--- config.mk ---
export PLATFORM = sky130hd
export DESIGN_NAME = branch_link_unit
export DESIGN_NICKNAME = d
export VERILOG_FILES = /design/src/rtl/brl_pkg.sv /design/src/rtl/brl_decode.sv /design/src/rtl/brl_cond.sv /design/src/rtl/brl_target.sv /design/src/rtl/branch_link_unit.sv
export SDC_FILE = /design/constraint.sdc
export NUM_CORES = 1
export LEC_CHECK = 0
export BUFFER_PORTS_ARGS = -buffer_cell sky130_fd_sc_hd__buf_4
export CORE_MARGIN = 2
export CORE_UTILIZATION = 52
export DETAILED_ROUTE_END_ITERATION = 8
export PLACE_DENSITY = 0.83
export SLEW_MARGIN = 20
export SYNTH_ARGS = -nofsm -noshare
export SYNTH_HDL_FRONTEND = slang
export SYNTH_SLANG_ARGS = --single-unit
--- constraint.sdc ---
create_clock -name clk -period 4.1 [get_ports clk]
set_input_delay 1.23 -clock clk [delete_from_list [all_inputs] [get_ports clk]]
set_output_delay 1.23 -clock clk [all_outputs]
set_load 0.05 [all_outputs]
--- src/rtl/brl_pkg.sv ---
package brl_pkg;

  localparam int COND_W = 4;
  localparam int OFF_W  = 24;
  localparam int NPRED  = 1 << (COND_W - 1);

  typedef struct packed {
    logic n;
    logic z;
    logic c;
    logic v;
  } flags_t;

  typedef struct packed {
    logic              rel_form;
    logic              link;
    logic [COND_W-1:0] cond;
    logic              is_branch;
    logic              special;
    logic [OFF_W-1:0]  off;
  } dec_t;

endpackage

--- src/rtl/brl_decode.sv ---
module brl_decode
  import brl_pkg::*;
#(
  parameter int XLEN = 32
) (
  input  logic            valid,
  input  logic [XLEN-1:0] ins,
  output dec_t            dec
);

  localparam int FORM_BIT = 29;
  localparam int LINK_BIT = 28;
  localparam int COND_LO  = 24;

  logic sub_zero;

  always_comb begin
    sub_zero      = (ins[7:4] == 4'b0000);
    dec.rel_form  = ins[FORM_BIT];
    dec.link      = ins[LINK_BIT];
    dec.cond      = ins[COND_LO +: COND_W];
    dec.off       = ins[OFF_W-1:0];
    dec.is_branch = valid && (ins[FORM_BIT] || sub_zero);
    dec.special   = valid && !ins[FORM_BIT] && !sub_zero;
  end

endmodule

--- src/rtl/brl_cond.sv ---
module brl_cond
  import brl_pkg::*;
(
  input  logic [COND_W-1:0] cond,
  input  flags_t            flg,
  output logic              hit
);

  logic [NPRED-1:0] base;

  for (genvar i = 0; i < NPRED; i++) begin : g_pred
    always_comb begin
      case (i)
        0:       base[i] = flg.n;
        1:       base[i] = flg.z;
        2:       base[i] = flg.c;
        3:       base[i] = flg.v;
        4:       base[i] = flg.c | flg.z;
        5:       base[i] = flg.n ^ flg.v;
        6:       base[i] = (flg.n ^ flg.v) | flg.z;
        default: base[i] = 1'b1;
      endcase
    end
  end

  assign hit = base[cond[COND_W-2:0]] ^ cond[COND_W-1];

  always_comb begin

    if (cond == 4'hF) begin
      never_chk: assert (!hit);
    end

    if (cond == 4'h7) begin
      always_chk: assert (hit);
    end
  end

endmodule

--- src/rtl/brl_target.sv ---
module brl_target
  import brl_pkg::*;
#(
  parameter int XLEN = 32
) (
  input  logic [XLEN-1:0]  pc_cur,
  input  logic [XLEN-1:0]  rc_val,
  input  logic             rel_form,
  input  logic [OFF_W-1:0] off,
  output logic [XLEN-1:0]  seq,
  output logic [XLEN-1:0]  target
);

  localparam int EXT_W = XLEN - OFF_W - 2;

  logic [XLEN-1:0] disp;

  always_comb begin
    seq    = pc_cur + XLEN'(4);
    disp   = {{EXT_W{off[OFF_W-1]}}, off, 2'b00};
    target = rel_form ? (seq + disp) : {rc_val[XLEN-1:2], 2'b00};
  end

endmodule

--- src/rtl/branch_link_unit.sv ---
module branch_link_unit
  import brl_pkg::*;
#(
  parameter int XLEN = 32
) (
  input  logic            clk,
  input  logic            rst_n,
  input  logic            ins_valid,
  input  logic [XLEN-1:0] ins,
  input  logic            flag_n,
  input  logic            flag_z,
  input  logic            flag_c,
  input  logic            flag_v,
  input  logic [XLEN-1:0] rc_val,
  output logic [XLEN-1:0] pc,
  output logic            taken,
  output logic            link_we,
  output logic [XLEN-1:0] link_data,
  output logic            special
);

  dec_t            dec;
  flags_t          flg;
  logic            hit;
  logic [XLEN-1:0] seq;
  logic [XLEN-1:0] target;
  logic [XLEN-1:0] pc_nxt;

  assign flg = '{n: flag_n, z: flag_z, c: flag_c, v: flag_v};

  brl_decode #(.XLEN(XLEN)) u_dec (
    .valid (ins_valid),
    .ins   (ins),
    .dec   (dec)
  );

  brl_cond u_cond (
    .cond (dec.cond),
    .flg  (flg),
    .hit  (hit)
  );

  brl_target #(.XLEN(XLEN)) u_tgt (
    .pc_cur   (pc),
    .rc_val   (rc_val),
    .rel_form (dec.rel_form),
    .off      (dec.off),
    .seq      (seq),
    .target   (target)
  );

  always_comb begin
    taken     = dec.is_branch && hit;
    link_we   = taken && dec.link;
    link_data = seq;
    special   = dec.special;
    if (!ins_valid)  pc_nxt = pc;
    else if (taken)  pc_nxt = target;
    else             pc_nxt = seq;
  end

  always_ff @(posedge clk or negedge rst_n) begin
    if (!rst_n) pc <= '0;
    else        pc <= pc_nxt;
  end


  step_chk: assert property (@(posedge clk) disable iff (!rst_n)
    (ins_valid && !taken) |=> (pc == $past(pc) + XLEN'(4)));


  nolink_chk: assert property (@(posedge clk) disable iff (!rst_n)
    (ins_valid && !taken) |-> !link_we);


  hold_chk: assert property (@(posedge clk) disable iff (!rst_n)
    !ins_valid |=> $stable(pc));


  align_chk: assert property (@(posedge clk) disable iff (!rst_n)
    (taken && !ins[29]) |=> (pc[1:0] == 2'b00));


  special_chk: assert property (@(posedge clk) disable iff (!rst_n)
    special |-> (!taken && !link_we));

endmodule

Word level (Yosys, flattened, before mapping). Cells that the tools add are included.

Word-level logic and storage cells: 21. Flip-flop bits (word level): 32. Output and inout bits: 67. Input port bits: 71.

Bitwise gates (word level): 4. Muxes and demuxes: 4. Reduce and logical (&&, ||, !) cells: 9. Add/subtract/negate cells: 2. $lt $le $gt $ge: 1.

Operators with widths (number): $mux W32 (2); $add A32 B3 Y32 const B (1); $add A32 B32 Y32 (1); $logic_and A1 B1 Y1 (5); $logic_not A4 Y1 (1); $lt A3 B4 Y1 const B (1); $bmux W1 S3 (1); $logic_not A1 Y1 (2); $or A1 B1 Y1 (2); $xor A1 B1 Y1 (2); $logic_or A1 B1 Y1 (1); $mux W1 (1).

Depth between registers and ports, before layout. Gate-level depths: netlist of the first run.

Depth after elaboration: 7. Mapped depth: 18. Gate-level depth less buffers: 17.

Modules after synthesis. From an unflattened synthesis of the first run, not the netlist that was laid out.

Cells, all modules: 583. Area total of the unflattened synthesis: 4794.6 µm².

Modules (own cells, without submodules): brl_target (cells an instance 356, sequential area each 0.0 µm², area each 2577.5 µm², instances 1); branch_link_unit (cells an instance 185, sequential area each 800.8 µm², area each 1888.1 µm², instances 1); brl_decode (cells an instance 33, sequential area each 0.0 µm², area each 252.7 µm², instances 1); brl_cond (cells an instance 9, sequential area each 0.0 µm², area each 76.3 µm², instances 1).

Worst setup path before layout of the first run. No wires, ideal clock.

Kind: in2out. Start point: input port flag_n. End point: output port link_we. Setup slack: -0.640 ns. Stages: 7. Arrival time: 3.510 ns. Buffers on the path: 1. Data required time: 2.870 ns. Cells stage by stage: xor2_1 a211oi_1 mux4_2 mux2_2 clkinv_1 buf_1 and2_1.

Word-level cells in the longest chain between the ends: 7.

Ends and longest elaborated chain: start, declared (line branch_link_unit.sv:10) `input logic flag_n,`; $xor A1 B1 Y1 (line brl_cond.sv:19, brl_cond.sv:20); $or A1 B1 Y1 (line brl_cond.sv:20) `6: base[i] = (flg.n ^ flg.v) | flg.z;`; $bmux W1 S3 * (line brl_cond.sv:26) `assign hit = base[cond[COND_W-2:0]] ^ cond[COND_W-1];`; $mux W1 (not written as such) * (line brl_cond.sv:26); $xor A1 B1 Y1 * (line brl_cond.sv:26); $logic_and A1 B1 Y1 * (line branch_link_unit.sv:53) `taken = dec.is_branch && hit;`; named net taken (line branch_link_unit.sv:16) `output logic taken,`; $logic_and A1 B1 Y1 * (line branch_link_unit.sv:54) `link_we = taken && dec.link;`; end, declared (line branch_link_unit.sv:17) `output logic link_we,`.

Mark *: on every way through the listed nets, which the timed path passes. The rest lies on a longest branch. The select of a mux whose other input is x is not followed.

Worst setup path in the final report of the first run.
Start point: input port flag_n. End point: output port link_we.

Word-level cells in the longest chain between the ends: 7.

Ends and longest elaborated chain (line): $xor A1 B1 Y1 (brl_cond.sv:19, brl_cond.sv:20); $or A1 B1 Y1 (brl_cond.sv:20); $bmux W1 S3 * (brl_cond.sv:26); $mux W1 (not written as such) * (brl_cond.sv:26); $xor A1 B1 Y1 * (brl_cond.sv:26); $logic_and A1 B1 Y1 * (branch_link_unit.sv:53); $logic_and A1 B1 Y1 * (branch_link_unit.sv:54).

Every way passes the cells marked *; elsewhere a longest branch is shown, timed or not. The select of a mux whose other input is x is not followed.

==> results.json, run 1 <==
{
  "p_sw_frac": 0.588,
  "grtUsageMet2": 0.544,
  "first_iter_violations": 454,
  "initial_core_util": 0.540,
  "crit_path_start_kind": "primary input",
  "setup_viol": 0,
  "final_area_mm2": 0.00545,
  "ff_latch_area_um2": 754,
  "die_w_um": 91.0,
  "critPathArrivalTime_ns": 2.82,
  "clk_pin_slew_worst_paths_ns": 0.07,
  "grt_pass1_wl_um": 21200,
  "hp-start": "pc[2]",
  "crit_path_end_kind": "output pin",
  "min_to": "pc[2]",
  "insertion_delay_ns": 0.29,
  "detail_route.wl_per_cell_um": 18.1,
  "area_delta_synth_final_pct": 38.5,
  "tightest_slew_ns": 0.534,
  "worstHoldPathType": "reg2reg",
  "min_path_cells": 1,
  "p_int_w": 0.00191,
  "r2r_cells": 15,
  "cpMostUsedCell": "buf_4",
  "status": "finished clean",
  "row_count": 31,
  "ctsLongestPathBuffers": 2,
  "cts_tree": "yes",
  "coreArea_mm2": 0.00729,
  "ys.warnings.count": 0,
  "yosysSeqAreaShare": 0.191,
  "synthCells": 502,
  "fin_nets": 744,
  "rr_startpoint": "pc[2]",
  "holdWs_ns": 0.601,
  "wl_um": 13300,
  "setup_tns_ns": 0,
  "ff2ff_setup_slack_ns": 0.15,
  "drive_gt1_frac": 0.327,
  "pwr-share-seq": 0.150,
  "dpl.hpwl_um": 10300,
  "ys_types": 61,
  "powerDensity_mw_per_mm2": 850,
  "clockPowerShare": 0.051,
  "ys_ff_latch": 30,
  "placed_cell_area_mm2": 0.00535,
  "cts_buffers": 5,
  "fill_cells": 603,
  "drv_slew": 0,
  "drc": 0,
  "worstPathCellList": "buf_4 -> xor2_2 -> a211oi_2 -> mux4_2 -> mux2_2 -> clkinv_2 -> and2_4 -> buf_4",
  "clock-sinks": 30,
  "cp_data_required_time_ns": 2.87,
  "ys.flop_type": "dfrtp_1",
  "final_antenna_net_count": 0,
  "htreeDepth": 2,
  "period_share": 0.987,
  "grtUsageTotal": 0.314,
  "clock-root-buffer": "clkbuf_8",
  "dp_slack_ns": -0.0553,
  "grt_max_degree": 34,
  "reg.largest.list": "pc (30)",
  "cp_max_fo": 3,
  "grt_antenna_before_repair": 0,
  "combPwrFrac": 0.799,
  "multi_input_comb_area_mm2": 0.00329,
  "grt_pass1_vias": 4567,
  "final_common_cell": "buf_4",
  "top_register": "pc",
  "grt-busiest-layer": "met2",
  "cts_hold_buffers": 0,
  "via_per_inst": 6.26,
  "use_met3": 0.0373,
  "leakage_nw": 2.56,
  "relSlewSlack": 0.643,
  "finalHoldViolCount": 0,
  "critical_path_class": "in2out",
  "ir_drop_uv": 492,
  "async_flop_share": 1.00,
  "gp_congestion": 0.949,
  "diodes": 0,
  "layout_common_cells": "buf_4, a21oi_1, nor2_1",
  "maxCapViolations": 0,
  "grt_use_met1": 0.396,
  "switching_power_w": 0.00272,
  "min_period_ns": 4.05,
  "firstDrtPassIters": 7,
  "final_util": 0.748,
  "vias": 4598,
  "portBuffers": 129,
  "syn_avg_cell_area_um2": 7.84,
  "netlist_area_mm2": 0.00394,
  "num_io_pins": 138,
  "timing.fmax_mhz": 247,
  "r2r-end": "pc[28]",
  "synth_edf_count": 0,
  "grt-ovfl-total": 0,
  "finalClockSkew_ns": 0.00491,
  "die_area_mm2": 0.00828,
  "cpPeakStageDelay_ns": 0.46,
  "cpMaxStageDelayCell": "mux4_2",
  "largest_reg_flops": 30,
  "fp.dieH_um": 91.0,
  "layout_setup_ws_ns": 0.0546
}
-- power by group through the flow --
| stage | Combinational, W | Sequential (W) | Clock, W |
|---|---|---|---|
| 3_3_place_gp | 0.00358 | 0.000689 | 0 |
| 5_1_grt | 0.00394 | 0.000726 | 0.000245 |
| 3_5_place_dp | 0.00365 | 0.000699 | 0 |
| 2_1_floorplan | 0.00222 | 0.00114 | 0 |
| 6_report | 0.00370 | 0.000697 | 0.000236 |
| 4_1_cts | 0.00366 | 0.000693 | 0.000237 |
-- critical path: cells and delay by family --
| family | cells | cell delay [ns] |
|---|---|---|
| xor+xnor | 1 | 0.19 |
| buf+inv | 3 | 0.40 |
| compound gates | 1 | 0.09 |
| mux | 2 | 0.77 |
| simple gates | 1 | 0.14 |
-- cell usage after synthesis, drive strengths merged (5+ instances only) --
| cell type | count | area [µm²] |
|---|---|---|
| nand4 | 10 | 68.8 |
| a21o | 12 | 90.1 |
| nor3 | 14 | 80.1 |
| nand3 | 30 | 150 |
| a21oi | 47 | 239 |
| o22ai | 8 | 50.1 |
| mux2i | 16 | 160 |
| nor2 | 43 | 161 |
| o21ai | 26 | 130 |
| buf | 12 | 68.8 |
| o21a | 7 | 52.6 |
| inv | 13 | 48.8 |
| o221ai | 6 | 52.6 |
| xor2 | 20 | 175 |
| dfrtp | 30 | 751 |
| xnor2 | 32 | 280 |
| clkbuf | 17 | 65.1 |
| nand2 | 31 | 116 |
| and3 | 17 | 106 |
| a211oi | 16 | 125 |
| nor2b | 5 | 31.3 |
| ha | 36 | 450 |
-- layout make-up --
type,instances,share of cell area
Timing Repair Buffer,153,0.211
Sequential cell,30,0.138
Clock buffer,7,0.0140
Multi-Input combinational cell,432,0.604
Tap cell,99,0.0227
Inverter,14,0.00986
-- stage by stage --
| step | power, W | instances |
|---|---|---|
| after CTS | 0.00459 | 734 |
| after global placement | 0.00427 | 727 |
| final | 0.00463 | 735 |
| after detailed placement | 0.00435 | 727 |
| after floorplan | 0.00336 | 505 |
| after global routing | 0.00491 | 735 |
-- per-layer routing --
metal / vias to the layer above / share of wire
met5: - / 0
met4: 0 / 0.031
met3: 49 / 0.089
met2: 272 / 0.48
met1: 2150 / 0.40
li1: 2127 / -
-- cells by family (layout without fill, tap and decap cells) --
family                   count (synthesis)  after routing  share of synthesized area
multiplexers                            19             19                     0.0521
other                                    1              4                   0.000952
buffers and inverters                   43            174                     0.0473
AO/OA/AOI/OAI                          154            154                      0.262
AND/OR/NAND/NOR                        166            166                      0.212
flip-flops                              30             30                      0.191
XOR/XNOR                                52             52                      0.116
adder cells (fa/ha/maj)                 37             37                      0.119
-- timing repair --
action,CTS,global route
resized for setup,1,7
hold endpoints to repair,0,0
setup endpoints to repair,2,4
buffers inserted,0,1
-- worst max path at each step --
stage	startpoint	endpoint	slack (ns)	cells past startpoint
after floorplan	flag_n	link_we	0.01	7
after detailed placement	flag_n	taken	-0.06	8
after global placement	flag_n	taken	0.008	8
after CTS	flag_n	taken	0.003	8
final	flag_n	link_we	0.05	8
after global routing	pc[2]	pc[29]	-0.009	15
No activity file was read; power rests on OpenSTA's default activity.
==> run 2: changes to the inputs <==
--- a/config.mk
+++ b/config.mk
@@ -6,7 +6,7 @@
 export NUM_CORES = 1
 export LEC_CHECK = 0
 export BUFFER_PORTS_ARGS = -buffer_cell sky130_fd_sc_hd__buf_4
-export CORE_MARGIN = 2
+export CORE_MARGIN = 3
 export CORE_UTILIZATION = 52
 export DETAILED_ROUTE_END_ITERATION = 8
 export PLACE_DENSITY = 0.83
==> constraint.sdc (replaced) <==
create_clock -name clk -period 4.1 [get_ports clk]
set_input_delay 1.23 -clock clk [delete_from_list [all_inputs] [get_ports clk]]
set_output_delay 1.23 -clock clk [all_outputs]
set_load 0.01 [all_outputs]
==> run 2 against run 1 <==
Against the previous run:
- die area rose by 4.4%
- sequential share of layout area rose by 0.79 points
- largest cell class unchanged
- clock skew rose by 0.0016 ns
- utilization fell by 4.4 points
- design area fell by 5.9%
- first-iteration DRC count fell by 32%
- highest routed layer unchanged
==> results.json, run 2 (same netlist as run 1, synthesis figures left out) <==
{
  "crit_path_end_kind": "output pin",
  "finalClockSkew_ns": 0.00655,
  "clockPowerShare": 0.067,
  "dpl.hpwl_um": 10100,
  "p_sw_frac": 0.500,
  "cts_hold_buffers": 0,
  "min_path_cells": 1,
  "maxCapViolations": 0,
  "grt_antenna_before_repair": 0,
  "grt_max_degree": 34,
  "clock-sinks": 30,
  "layout_setup_ws_ns": 0.110,
  "layout_common_cells": "buf_4, a21oi_1, nor2_1",
  "drv_slew": 0,
  "leakage_nw": 2.41,
  "crit_path_start_kind": "primary input",
  "clk_pin_slew_worst_paths_ns": 0.06,
  "dp_slack_ns": -0.00336,
  "final_area_mm2": 0.00513,
  "ff2ff_setup_slack_ns": 0.20,
  "cp_max_fo": 6,
  "grt_pass1_wl_um": 20300,
  "final_common_cell": "buf_4",
  "initial_core_util": 0.540,
  "powerDensity_mw_per_mm2": 686,
  "relSlewSlack": 0.613,
  "tightest_slew_ns": 0.581,
  "cts_tree": "yes",
  "detail_route.wl_per_cell_um": 18.2,
  "htreeDepth": 2,
  "period_share": 0.973,
  "fill_cells": 607,
  "worstHoldPathType": "reg2reg",
  "drive_gt1_frac": 0.270,
  "combPwrFrac": 0.744,
  "clock-root-buffer": "clkbuf_8",
  "vias": 4524,
  "grt-ovfl-total": 0,
  "largest_reg_flops": 30,
  "fp.dieH_um": 93.0,
  "final_antenna_net_count": 0,
  "pwr-share-seq": 0.189,
  "cp_data_required_time_ns": 2.87,
  "num_io_pins": 138,
  "critPathArrivalTime_ns": 2.76,
  "via_per_inst": 6.21,
  "die_area_mm2": 0.00865,
  "p_int_w": 0.00176,
  "drc": 0,
  "die_w_um": 93.0,
  "reg.largest.list": "pc (30)",
  "fin_cells": 728,
  "switching_power_w": 0.00176,
  "area_delta_synth_final_pct": 30.3,
  "setup_viol": 0,
  "gp_congestion": 1.01,
  "grt_pass1_vias": 4196,
  "timing.fmax_mhz": 251,
  "placed_cell_area_mm2": 0.00503,
  "r2r_cells": 15,
  "ir_drop_uv": 300,
  "setup_tns_ns": 0,
  "finalHoldViolCount": 0,
  "fin_nets": 737,
  "min_period_ns": 3.99,
  "firstDrtPassIters": 5,
  "portBuffers": 129,
  "insertion_delay_ns": 0.28,
  "cts_buffers": 5,
  "dp.cells": 720,
  "top_register": "pc",
  "ctsLongestPathBuffers": 2,
  "critical_path_class": "in2out",
  "status": "finished clean",
  "row_count": 31,
  "diodes": 0,
  "grtUsageTotal": 0.290,
  "wl_um": 13200,
  "first_iter_violations": 308,
  "coreArea_mm2": 0.00729
}
==> run 2: changes by cell type in the layout (fill, tap and decap cells not counted), sizes merged <==
cell and change:
buf -7
==> run 2: routing by layer <==
metal | global-route usage | vias up | part of all wire
met3 | 0.0451 | 26 | 0.089
li1 | - | 2116 | -
met4 | 0.0672 | 0 | 0.019
met5 | 0 | - | 0
met2 | 0.498 | 235 | 0.49
met1 | 0.383 | 2147 | 0.40
==> run 2: per-stage QoR <==
step	hold slack, ns	total power (W)	util
2_1_floorplan	0.576	0.00231	-
3_3_place_gp	0.570	0.00314	0.689
3_5_place_dp	0.565	0.00322	0.689
4_1_cts	0.579	0.00347	0.700
5_1_grt	0.597	0.00379	0.704
6_report	0.584	0.00352	0.704
==> run 2: timing repair <==
action	4_1_cts	5_1_grt
pin swaps	0	2
gates cloned	0	0
buffers inserted	0	1
setup endpoints to repair	2	10
resized for setup	1	5
==> run 2: worst paths after layout <==
check | from | to
max | flag_n | taken
min | pc[5] | pc[5]
max reg2reg | pc[3] | pc[30]
min reg2reg | pc[5] | pc[5]
max in group asynchronous | rst_n | pc[31]
min in group asynchronous | rst_n | pc[27]
==> run 2: cell type report <==
class	count	area (µm²)	share of cell area
clock buffer	7	76.3	0.0149
inverter	14	53.8	0.0105
multi-input combinational	432	3030	0.591
sequential	30	751	0.146
tap	99	124	0.0241
timing repair buffer	146	1100	0.214
==> run 2: critical path, stage by stage <==
cell      delay, ns
buf_4          0.12
xor2_2         0.16
a211oi_1       0.09
mux4_2         0.46
mux2_2         0.26
clkinv_2       0.11
buf_4          0.18
buf_4          0.14
==> run 2: power groups by stage <==
stage | registers [W] | clock network [W] | logic (W)
after floorplan | 0.000672 | 0 | 0.00164
after global placement | 0.000649 | 0 | 0.00249
after detailed placement | 0.000662 | 0 | 0.00256
after CTS | 0.000658 | 0.000241 | 0.00257
after global routing | 0.000688 | 0.000252 | 0.00285
final | 0.000665 | 0.000237 | 0.00262
